## src/rtl/sgm_pkg.sv

```systemverilog
package sgm_pkg;
   localparam int unsigned ST_W       = 5;
   localparam int unsigned ST_RD_DONE = 0;
   localparam int unsigned ST_WR_DONE = 1;
   localparam int unsigned ST_RD_ERR  = 2;
   localparam int unsigned ST_WR_ERR  = 3;
   localparam int unsigned ST_ARR_ERR = 4;
   localparam int unsigned WORD_W     = 32;
   localparam int unsigned LAST_BIT   = 31;

   typedef enum logic [2:0] {
      S_IDLE, S_FETCH, S_CHECK, S_READ, S_WRITE, S_NEXT
   } seq_state_t;
endpackage

```

## src/rtl/sgm_desc_check.sv

```systemverilog
module sgm_desc_check #(
   parameter int unsigned CNT_W     = 16,
   parameter int unsigned UNIT_LOG2 = 8
) (
   input  logic [31:0]      ctrl_i,
   output logic             ok_o,
   output logic             last_o,
   output logic [CNT_W-3:0] words_o
);
   import sgm_pkg::*;
   logic [CNT_W-1:0] bytes;
   logic             unused_rsvd;

   if (CNT_W < UNIT_LOG2 + 1 || CNT_W > 31) begin : g_bad_cnt
      $error("sgm_desc_check: CNT_W out of range");
   end
   if (UNIT_LOG2 < 2) begin : g_bad_unit
      $error("sgm_desc_check: unit must hold whole words");
   end

   assign bytes       = ctrl_i[CNT_W-1:0];
   assign unused_rsvd = ^ctrl_i[LAST_BIT-1:CNT_W];
   assign last_o      = ctrl_i[LAST_BIT];
   assign ok_o        = (bytes != '0) && (bytes[UNIT_LOG2-1:0] == '0);
   assign words_o     = bytes[CNT_W-1:2];
endmodule

```

## src/rtl/sgm_status.sv

```systemverilog
module sgm_status #(
   parameter int unsigned NBITS = 5
) (
   input  logic             clk,
   input  logic             rst_n,
   input  logic [NBITS-1:0] set_i,
   input  logic             clr_en_i,
   input  logic [NBITS-1:0] clr_mask_i,
   input  logic             irq_set_i,
   input  logic             irq_ack_i,
   output logic [NBITS-1:0] stat_o,
   output logic             irq_o
);
   for (genvar b = 0; b < NBITS; b++) begin : g_bit
      always_ff @(posedge clk or negedge rst_n) begin
         if (!rst_n)                        stat_o[b] <= 1'b0;
         else if (set_i[b])                 stat_o[b] <= 1'b1;
         else if (clr_en_i && clr_mask_i[b]) stat_o[b] <= 1'b0;
      end
   end

   always_ff @(posedge clk or negedge rst_n) begin
      if (!rst_n)         irq_o <= 1'b0;
      else if (irq_set_i) irq_o <= 1'b1;
      else if (irq_ack_i) irq_o <= 1'b0;
   end
endmodule

```

## src/rtl/sgm_seq.sv

```systemverilog
module sgm_seq #(
   parameter int unsigned MAX_DESC  = 16,
   parameter int unsigned CNT_W     = 16,
   parameter int unsigned UNIT_LOG2 = 8
) (
   input  logic                   clk,
   input  logic                   rst_n,
   input  logic                   go_i,
   input  logic [31:0]            base_i,
   output logic                   busy_o,
   output logic                   mem_req_o,
   output logic                   mem_we_o,
   output logic [31:0]            mem_addr_o,
   output logic [31:0]            mem_wdata_o,
   input  logic                   mem_ack_i,
   input  logic [31:0]            mem_rdata_i,
   input  logic                   mem_err_i,
   output logic [sgm_pkg::ST_W-1:0] set_o,
   output logic                   irq_set_o
);
   import sgm_pkg::*;
   localparam int unsigned NDW    = $clog2(MAX_DESC) + 1;
   localparam int unsigned WLW    = CNT_W - 2;
   localparam logic [31:0] STRIDE = 32'd12;

   seq_state_t     state;
   logic [31:0]    ptr, src, dst, ctrl, dbuf;
   logic [1:0]     fidx;
   logic [WLW-1:0] wleft;
   logic [NDW-1:0] ndesc;
   logic           d_ok, d_last;
   logic [WLW-1:0] d_words;

   sgm_desc_check #(.CNT_W(CNT_W), .UNIT_LOG2(UNIT_LOG2)) u_chk (
      .ctrl_i (ctrl),
      .ok_o   (d_ok),
      .last_o (d_last),
      .words_o(d_words)
   );

   assign busy_o      = (state != S_IDLE);
   assign mem_req_o   = (state == S_FETCH) || (state == S_READ) || (state == S_WRITE);
   assign mem_we_o    = (state == S_WRITE);
   assign mem_wdata_o = dbuf;

   always_comb begin
      unique case (state)
         S_FETCH: mem_addr_o = ptr + {28'd0, fidx, 2'b00};
         S_READ:  mem_addr_o = src;
         S_WRITE: mem_addr_o = dst;
         default: mem_addr_o = '0;
      endcase
   end

   // outcome pulses towards the status register
   always_comb begin
      set_o     = '0;
      irq_set_o = 1'b0;
      unique case (state)
         S_FETCH: if (mem_ack_i && mem_err_i) begin
            set_o[ST_ARR_ERR] = 1'b1; irq_set_o = 1'b1;
         end
         S_CHECK: if (!d_ok) begin
            set_o[ST_ARR_ERR] = 1'b1; irq_set_o = 1'b1;
         end
         S_READ: if (mem_ack_i && mem_err_i) begin
            set_o[ST_RD_ERR] = 1'b1; irq_set_o = 1'b1;
         end
         S_WRITE: if (mem_ack_i && mem_err_i) begin
            set_o[ST_WR_ERR] = 1'b1; irq_set_o = 1'b1;
         end
         S_NEXT: begin
            if (d_last) begin
               set_o[ST_RD_DONE] = 1'b1;
               set_o[ST_WR_DONE] = 1'b1;
               irq_set_o         = 1'b1;
            end else if (ndesc == NDW'(MAX_DESC - 1)) begin
               set_o[ST_ARR_ERR] = 1'b1;
               irq_set_o         = 1'b1;
            end
         end
         default: ;
      endcase
   end

   always_ff @(posedge clk or negedge rst_n) begin
      if (!rst_n) begin
         state <= S_IDLE;
         ptr   <= '0;
         src   <= '0;
         dst   <= '0;
         ctrl  <= '0;
         dbuf  <= '0;
         fidx  <= '0;
         wleft <= '0;
         ndesc <= '0;
      end else begin
         unique case (state)
            S_IDLE: if (go_i) begin
               ptr   <= base_i;
               ndesc <= '0;
               fidx  <= '0;
               state <= S_FETCH;
            end
            S_FETCH: if (mem_ack_i) begin
               if (mem_err_i) state <= S_IDLE;
               else begin
                  unique case (fidx)
                     2'd0:    src  <= mem_rdata_i;
                     2'd1:    dst  <= mem_rdata_i;
                     default: ctrl <= mem_rdata_i;
                  endcase
                  if (fidx == 2'd2) state <= S_CHECK;
                  else              fidx  <= fidx + 2'd1;
               end
            end
            S_CHECK: begin
               wleft <= d_words;
               state <= d_ok ? S_READ : S_IDLE;
            end
            S_READ: if (mem_ack_i) begin
               dbuf  <= mem_rdata_i;
               state <= mem_err_i ? S_IDLE : S_WRITE;
            end
            S_WRITE: if (mem_ack_i) begin
               if (mem_err_i) state <= S_IDLE;
               else begin
                  src   <= src + 32'd4;
                  dst   <= dst + 32'd4;
                  wleft <= wleft - 1'b1;
                  state <= (wleft == WLW'(1)) ? S_NEXT : S_READ;
               end
            end
            S_NEXT: begin
               if (d_last || ndesc == NDW'(MAX_DESC - 1)) state <= S_IDLE;
               else begin
                  ndesc <= ndesc + 1'b1;
                  ptr   <= ptr + STRIDE;
                  fidx  <= '0;
                  state <= S_FETCH;
               end
            end
            default: state <= S_IDLE;
         endcase
      end
   end
endmodule

```

## src/rtl/sgm_chain_mover.sv

```systemverilog
module sgm_chain_mover #(
   parameter int unsigned MAX_DESC  = 16,
   parameter int unsigned CNT_W     = 16,
   parameter int unsigned UNIT_LOG2 = 8
) (
   input  logic        clk,
   input  logic        rst_n,
   input  logic        go,
   input  logic [31:0] desc_base,
   output logic        busy,
   output logic [4:0]  stat_o,
   input  logic        stat_clr_en,
   input  logic [4:0]  stat_clr_mask,
   output logic        irq_o,
   input  logic        irq_ack,
   output logic        mem_req,
   output logic        mem_we,
   output logic [31:0] mem_addr,
   output logic [31:0] mem_wdata,
   input  logic        mem_ack,
   input  logic [31:0] mem_rdata,
   input  logic        mem_err
);
   import sgm_pkg::*;
   logic [ST_W-1:0] st_set;
   logic            irq_set;

   if (MAX_DESC < 1) begin : g_bad_max
      $error("sgm_chain_mover: MAX_DESC must be at least 1");
   end
   if (ST_W != 5) begin : g_bad_stw
      $error("sgm_chain_mover: status width mismatch");
   end

   sgm_seq #(.MAX_DESC(MAX_DESC), .CNT_W(CNT_W), .UNIT_LOG2(UNIT_LOG2)) u_seq (
      .clk        (clk),
      .rst_n      (rst_n),
      .go_i       (go),
      .base_i     (desc_base),
      .busy_o     (busy),
      .mem_req_o  (mem_req),
      .mem_we_o   (mem_we),
      .mem_addr_o (mem_addr),
      .mem_wdata_o(mem_wdata),
      .mem_ack_i  (mem_ack),
      .mem_rdata_i(mem_rdata),
      .mem_err_i  (mem_err),
      .set_o      (st_set),
      .irq_set_o  (irq_set)
   );

   sgm_status #(.NBITS(ST_W)) u_stat (
      .clk       (clk),
      .rst_n     (rst_n),
      .set_i     (st_set),
      .clr_en_i  (stat_clr_en),
      .clr_mask_i(stat_clr_mask),
      .irq_set_i (irq_set),
      .irq_ack_i (irq_ack),
      .stat_o    (stat_o),
      .irq_o     (irq_o)
   );
endmodule

```

## config.mk

```make
export PLATFORM = sky130hd
export DESIGN_NAME = sgm_chain_mover
export DESIGN_NICKNAME = d
export VERILOG_FILES = /design/src/rtl/sgm_pkg.sv /design/src/rtl/sgm_desc_check.sv /design/src/rtl/sgm_status.sv /design/src/rtl/sgm_seq.sv /design/src/rtl/sgm_chain_mover.sv
export SDC_FILE = /design/constraint.sdc
export NUM_CORES = 1
export LEC_CHECK = 0
export BUFFER_PORTS_ARGS = -buffer_cell sky130_fd_sc_hd__buf_4
export CORE_ASPECT_RATIO = 0.8
export CORE_MARGIN = 2
export CORE_UTILIZATION = 44
export CTS_BUF_LIST = sky130_fd_sc_hd__clkbuf_4
export DETAILED_ROUTE_END_ITERATION = 16
export SLEW_MARGIN = 30
export SYNTH_ARGS = -nofsm -noshare
export SYNTH_HDL_FRONTEND = slang
export SYNTH_SLANG_ARGS = --single-unit
```

## constraint.sdc

```tcl
create_clock -name clk -period 3.4 [get_ports clk]
set_input_delay 0.85 -clock clk [delete_from_list [all_inputs] [get_ports clk]]
set_output_delay 0.85 -clock clk [all_outputs]
set_load 0.02 [all_outputs]
```

# Word-level counts from Yosys, hierarchy flattened
# Cells that the tools add are included.
[totals]
out_inout_bits = 73
elab_cells = 142
reg_bits = 190
inputBits = 76
[classes]
bitwise_logic = 2
eq_ne = 20
n_reduce_logical = 35
add_sub_neg = 7
mux = 63
[ops]
columns = ["operator", "count"]
rows = [
  ["$mux 32", 12],
  ["$pmux 32 s2", 3],
  ["$pmux 32 s3", 1],
  ["$add 32x3->32 const B", 2],
  ["$add 32x4->32", 1],
  ["$add 32x4->32 const B", 1],
  ["$mux 14", 2],
  ["$pmux 14 s2", 1],
  ["$mux 3", 9],
  ["$mux 1", 20],
  ["$ne 2x2->1 const B", 9],
  ["$pmux 3 s6", 1],
  ["$reduce_and 6->1", 3],
  ["$reduce_bool 2->1", 9],
  ["$mux 2", 8],
  ["$reduce_bool 16->1", 1],
  ["$eq 14x1->1 const B", 1],
  ["$sub 14x1->14 const B", 1],
  ["$mux 5", 2],
  ["$pmux 5 s2", 1],
  ["$logic_not 8->1", 1],
  ["$logic_and 1x1->1", 7],
  ["$eq 3x2->1 const B", 2],
  ["$eq 3x3->1 const B", 2],
  ["other kinds (21)", 27],
]

# Logic depth before layout (Yosys ltp)
[logic_depth]
word_depth = 5
ltp_mapped = 10
mapped_depth_nobuf = 8

# Cells and area by module
# A second synthesis with hierarchy kept.
[unflattened]
hier_cells = 1301
hier_area_um2 = 11642.4
[modules_own_cells]
columns = ["mod", "seq_area_each_um2", "area_each_um2", "cells_each", "instances"]
rows = [
  ["sgm_seq", 4604.4, 11277.1, 1263, 1],
  ["sgm_status", 150.1, 217.7, 18, 1],
  ["sgm_desc_check", 0.0, 147.6, 20, 1],
]

# Worst setup path before layout
# No wires, ideal clock.
[synth_timing]
path_type = "reg-to-output"
start = "reg u_seq.fidx[0]"
end = "out mem_addr[20]"
n_path_buf = 0
stages_incl_launch_ff = 8
setup_slack_ns = 0.467
required_ns = 2.550
t_arrival_ns = 2.083
path_cell_list = "dfrtp_1 -> ha_1 -> fa_1 -> nand3_1 -> nor4_1 -> and4_1 -> xnor2_1 -> o21ai_0"
[synth_via]
elab_chain_cells = 2
[synth_lines]
columns = ["item", "line_no", "text"]
rows = [
  ["from (decl)", "sgm_seq.sv:28", "logic [1:0] fidx;"],
  ["from (signal assigned)", "sgm_seq.sv:114", "else fidx <= fidx + 2'd1;"],
  ["$add 32x4->32", "sgm_seq.sv:48", "S_FETCH: mem_addr_o = ptr + {28'd0, fidx, 2'b00};"],
  ["$pmux 32 s3", "sgm_seq.sv:47", "unique case (state)"],
  ["to (decl)", "sgm_chain_mover.sv:18", "output logic [31:0] mem_addr,"],
]
# Every way passes these cells.

# Worst setup path in the final report
[layout_timing]
start = "reg u_seq.ptr[2]"
end = "out mem_addr[22]"
[layout_via]
elab_chain_cells = 2
[layout_lines]
columns = ["item", "line_no", "text"]
rows = [
  ["from (decl)", "sgm_seq.sv:27", "logic [31:0] ptr, src, dst, ctrl, dbuf;"],
  ["from (signal assigned)", "sgm_seq.sv:100", "ptr <= base_i;"],
  ["from (signal assigned)", "sgm_seq.sv:138", "ptr <= ptr + STRIDE;"],
  ["$add 32x4->32", "sgm_seq.sv:48", ""],
  ["$pmux 32 s3", "sgm_seq.sv:47", ""],
]
# Every way passes these cells.

==> summary.md <==
| Metric | Value |
|---|---|
| Mean post-synth cell area | `8.73 um^2` |
| Core Util, Final | `0.540` |
| Worst Path Buf+Inv | `2` |
| Tmin final | `3550 ps` |
| Via count | `10600` |
| CP endpoint kind | `output pin` |
| Maximum root-to-sink buffer count | `2` |
| Root buffer cell | `clkbuf_4` |
| Critical Path Slowest Stage Cell | `dfrtp_1` |
| Register area share after synthesis | `0.407` |
| Synth Register Bits | `175` |
| Syn nets | `1321` |
| Ports | `149` |
| Routed Antenna Nets | `0` |
| Hpwl dp | `24800 um` |
| Grt ovf | `0` |
| CP required | `2550 ps` |
| P per Cell Area | `845 mW/mm^2` |
| Worst skew pair latency | `610 ps` |
| Pwr Total | `11.0 mW` |
| Die H | `144 um` |
| Area after DPL | `0.0123 mm^2` |
| FF+latch area | `0.00439 mm^2` |
| Yosys warns | `0` |
| Iter 0 DRT Violations | `1281` |
| Non-filler cells in the finished layout | `1701` |
| Final Wtd Congestion | `0.925` |
| Worst slew margin | `0.413` |
| # DRC | `0` |
| Status | `complete, but fails checks` |
| Violated checks | `setup timing` |
| Clock Skews | `35.9 ps` |
| Cell taking the most area after synthesis | `dfrtp_1` |
| CP top delay family | `simple AND/OR/NAND/NOR gates` |
| Final instance area | `0.0130 mm^2` |
| Final wirelength | `35500 um` |
| RSZ-0062 raised after global routing | `true` |
| Total track usage | `0.275` |
| Fin. Hold Viols | `0` |
| CP Data Arrival Time | `2700 ps` |
| CP Max Fanout | `4` |
| Final worst slack | `-146 ps` |
| CTS H-tree depth | `4` |
| Fin crit share | `1.04` |
| TritonRoute pass-1 iters | `5` |
| Synth area leaders | `dfrtp_1, a21oi_1, nand2_1, mux2_2, nor2_1` |
| CTS buffer count | `17` |
| Post-synth EDFFs | `0` |
| Inst Count DP | `1652` |
| DIE WIDTH | `179 um` |
| Yosys top cell area share | `0.407` |
| Area of the multi-input gates | `0.00619 mm^2` |
| CTS tree | `done` |
| Final Slew Violations | `0` |
| Largest net degree at the start of global routing | `63` |
| Maxcap violations | `0` |
| CTS Hold Buffers Added | `0` |
| Post-Route Setup TNS | `-1060 ps` |
| Post-synth top cells | `dfrtp_1, nand2_1, nor2_1, a21oi_1, o21ai_0` |
| Max incr delay on CP | `430 ps` |
| Share of cells above drive strength 1 | `0.257` |
| Area growth syn-to-layout | `21.3%` |
| Cell Area, Synth | `0.0108 mm^2` |
| Initial Util | `0.445` |
| Cell variety after synth | `68` |
| Vias in the first global route | `9533` |
| Nature of the critical path startpoint | `flip-flop` |
| Fmax | `282 MHz` |
| Tightest Hold Check Type | `primary input to asynchronous set/reset pin` |
| Initial antenna violation count | `1` |
| Worst-path cell chain | `ha_4 -> fa_2 -> and3_4 -> nand4_1 -> buf_6 -> or3_1 -> xor2_1 -> o21ai_1 -> buf_4` |
| Slew @ Worst Pin | `880 ps` |
| Pleak | `5.33 nW` |
| Routed WL per cell | `20.9 um` |
| Max IR drop VDD | `490 uV` |
| Core area | `0.0242 mm^2` |
| First-pass GRT wire length | `54400 um` |
| Final setup viols | `13` |
| Async S/R FF share, synth | `1.00` |
| Nets | `1458` |
| PortBufs | `148` |
| Die area | `0.0257 mm^2` |
| Prevailing post-synth register cell | `dfrtp_1` |
| Vias/cell | `6.23` |
| Synthesized netlist cell count | `1232` |
| Sink Count | `175` |
| Fill cell count | `2290` |
| Site Rows | `51` |
| WS Path Type | `flip-flop to output pin` |
| Top-count cell post-synth | `dfrtp_1` |
| Clock Pin Slew Worst Setup and Hold Paths | `180 ps` |
metrics by stage:
step,hold WS [ps],worst slack [ps]
final,222,-146
after global placement,475,318
after global routing,214,-290
after detailed placement,471,275
after CTS,209,-176
after floorplan,438,467
report_power, final:
| group | internal (mW) | switching, mW | leakage [nW] |
|---|---|---|---|
| clock network | 0.532 | 0.827 | 0.164 |
| logic | 2.41 | 2.96 | 3.10 |
| registers | 3.05 | 1.24 | 2.06 |
| total | 5.99 | 5.03 | 5.33 |
placed cells by master (no fill, tap or decap), drive strengths merged, types with 15 or more instances in the layout:
master / instances
buf: 210
dfrtp: 175
nand2: 132
nor2: 100
a21oi: 99
o21ai: 76
nand3: 53
mux2: 52
nand4: 41
nor3: 37
o22ai: 33
inv: 23
o22a: 22
nor4: 22
a22oi: 21
a2bb2oi: 21
clkbuf: 18
and3: 18
a31oi: 17
or3: 16
xor2: 15
xnor2: 15
flip-flops by register name, indices dropped and copies added (netlist names):
register	cells
u_seq.ctrl	17
u_seq.mem_wdata_o	32
u_seq.wleft	14
u_seq.dst	32
u_seq.state	3
u_seq.fidx	2
u_stat.stat_o	5
u_seq.src	32
u_seq.ndesc	5
u_seq.ptr	32
u_stat.irq_o	1
path summary, 6_finish.rpt:
check | to | slack (ps) | depth (start not counted) | startpoint
min reg2reg | u_stat.stat_o[3]$_DFFE_PN0P_ | 510 | 2 | u_stat.stat_o[3]$_DFFE_PN0P_
max reg2reg | u_seq.ptr[24]$_DFFE_PN0P_ | 640 | 8 | u_seq.ndesc[0]$_DFFE_PN0P_
min | u_seq.mem_wdata_o[17]$_DFFE_PN0P_ | 220 | 1 | rst_n
min in group clk | u_seq.src[0]$_DFFE_PN0P_ | 460 | 3 | mem_rdata[0]
max | mem_addr[22] | -150 | 9 | u_seq.ptr[2]$_DFFE_PN0P_
max in group asynchronous | u_stat.stat_o[2]$_DFFE_PN0P_ | 2390 | 2 | rst_n
cell type report:
| cell class | count | area share |
|---|---|---|
| Antenna cell | 1 | 0.000192 |
| Clock buffer | 18 | 0.0104 |
| Clock inverter | 14 | 0.0138 |
| Inverter | 19 | 0.00642 |
| Multi-Input combinational cell | 946 | 0.475 |
| Sequential cell | 175 | 0.337 |
| Tap cell | 318 | 0.0305 |
| Timing Repair Buffer | 210 | 0.127 |
routing by layer:
| metal | track usage | wire length, um | vias to the layer above |
|---|---|---|---|
| li1 | - | - | 4877 |
| met1 | 0.421 | 16500 | 5243 |
| met2 | 0.403 | 15700 | 439 |
| met3 | 0.0458 | 2810 | 33 |
| met4 | 0.0655 | 554 | 0 |
| met5 | 0 | 0 | - |
repair_timing:
action | CTS | global route
gates cloned | 0 | 1
setup endpoints to repair | 28 | 30
setup buffers | 10 | 7
pin swaps | 14 | 19
gates resized for setup | 33 | 50
cells by family (layout without fill, tap and decap cells):
family                     count (synthesis)  after routing  share of synthesized area
and+or+nand+nor                          474            474                      0.220
AOI/OAI and AO/OA                        369            369                      0.222
DFF                                      175            175                      0.407
buffers and inverters                    111            261                     0.0457
muxes                                     60             60                     0.0653
xor gates and xnor gates                  30             30                     0.0244
adders and majority gates                 13             13                     0.0158
other                                      0              1                          0
worst reg2reg max path: cells and delay by family (launching register included):
kind / cells / cell delay, ps
buf+inv: 1 / 310
simple gates: 4 / 1090
flops: 1 / 430
fa+ha+maj: 2 / 430
compound gates: 1 / 380
Note: power is estimated with default switching activity, not from simulation.
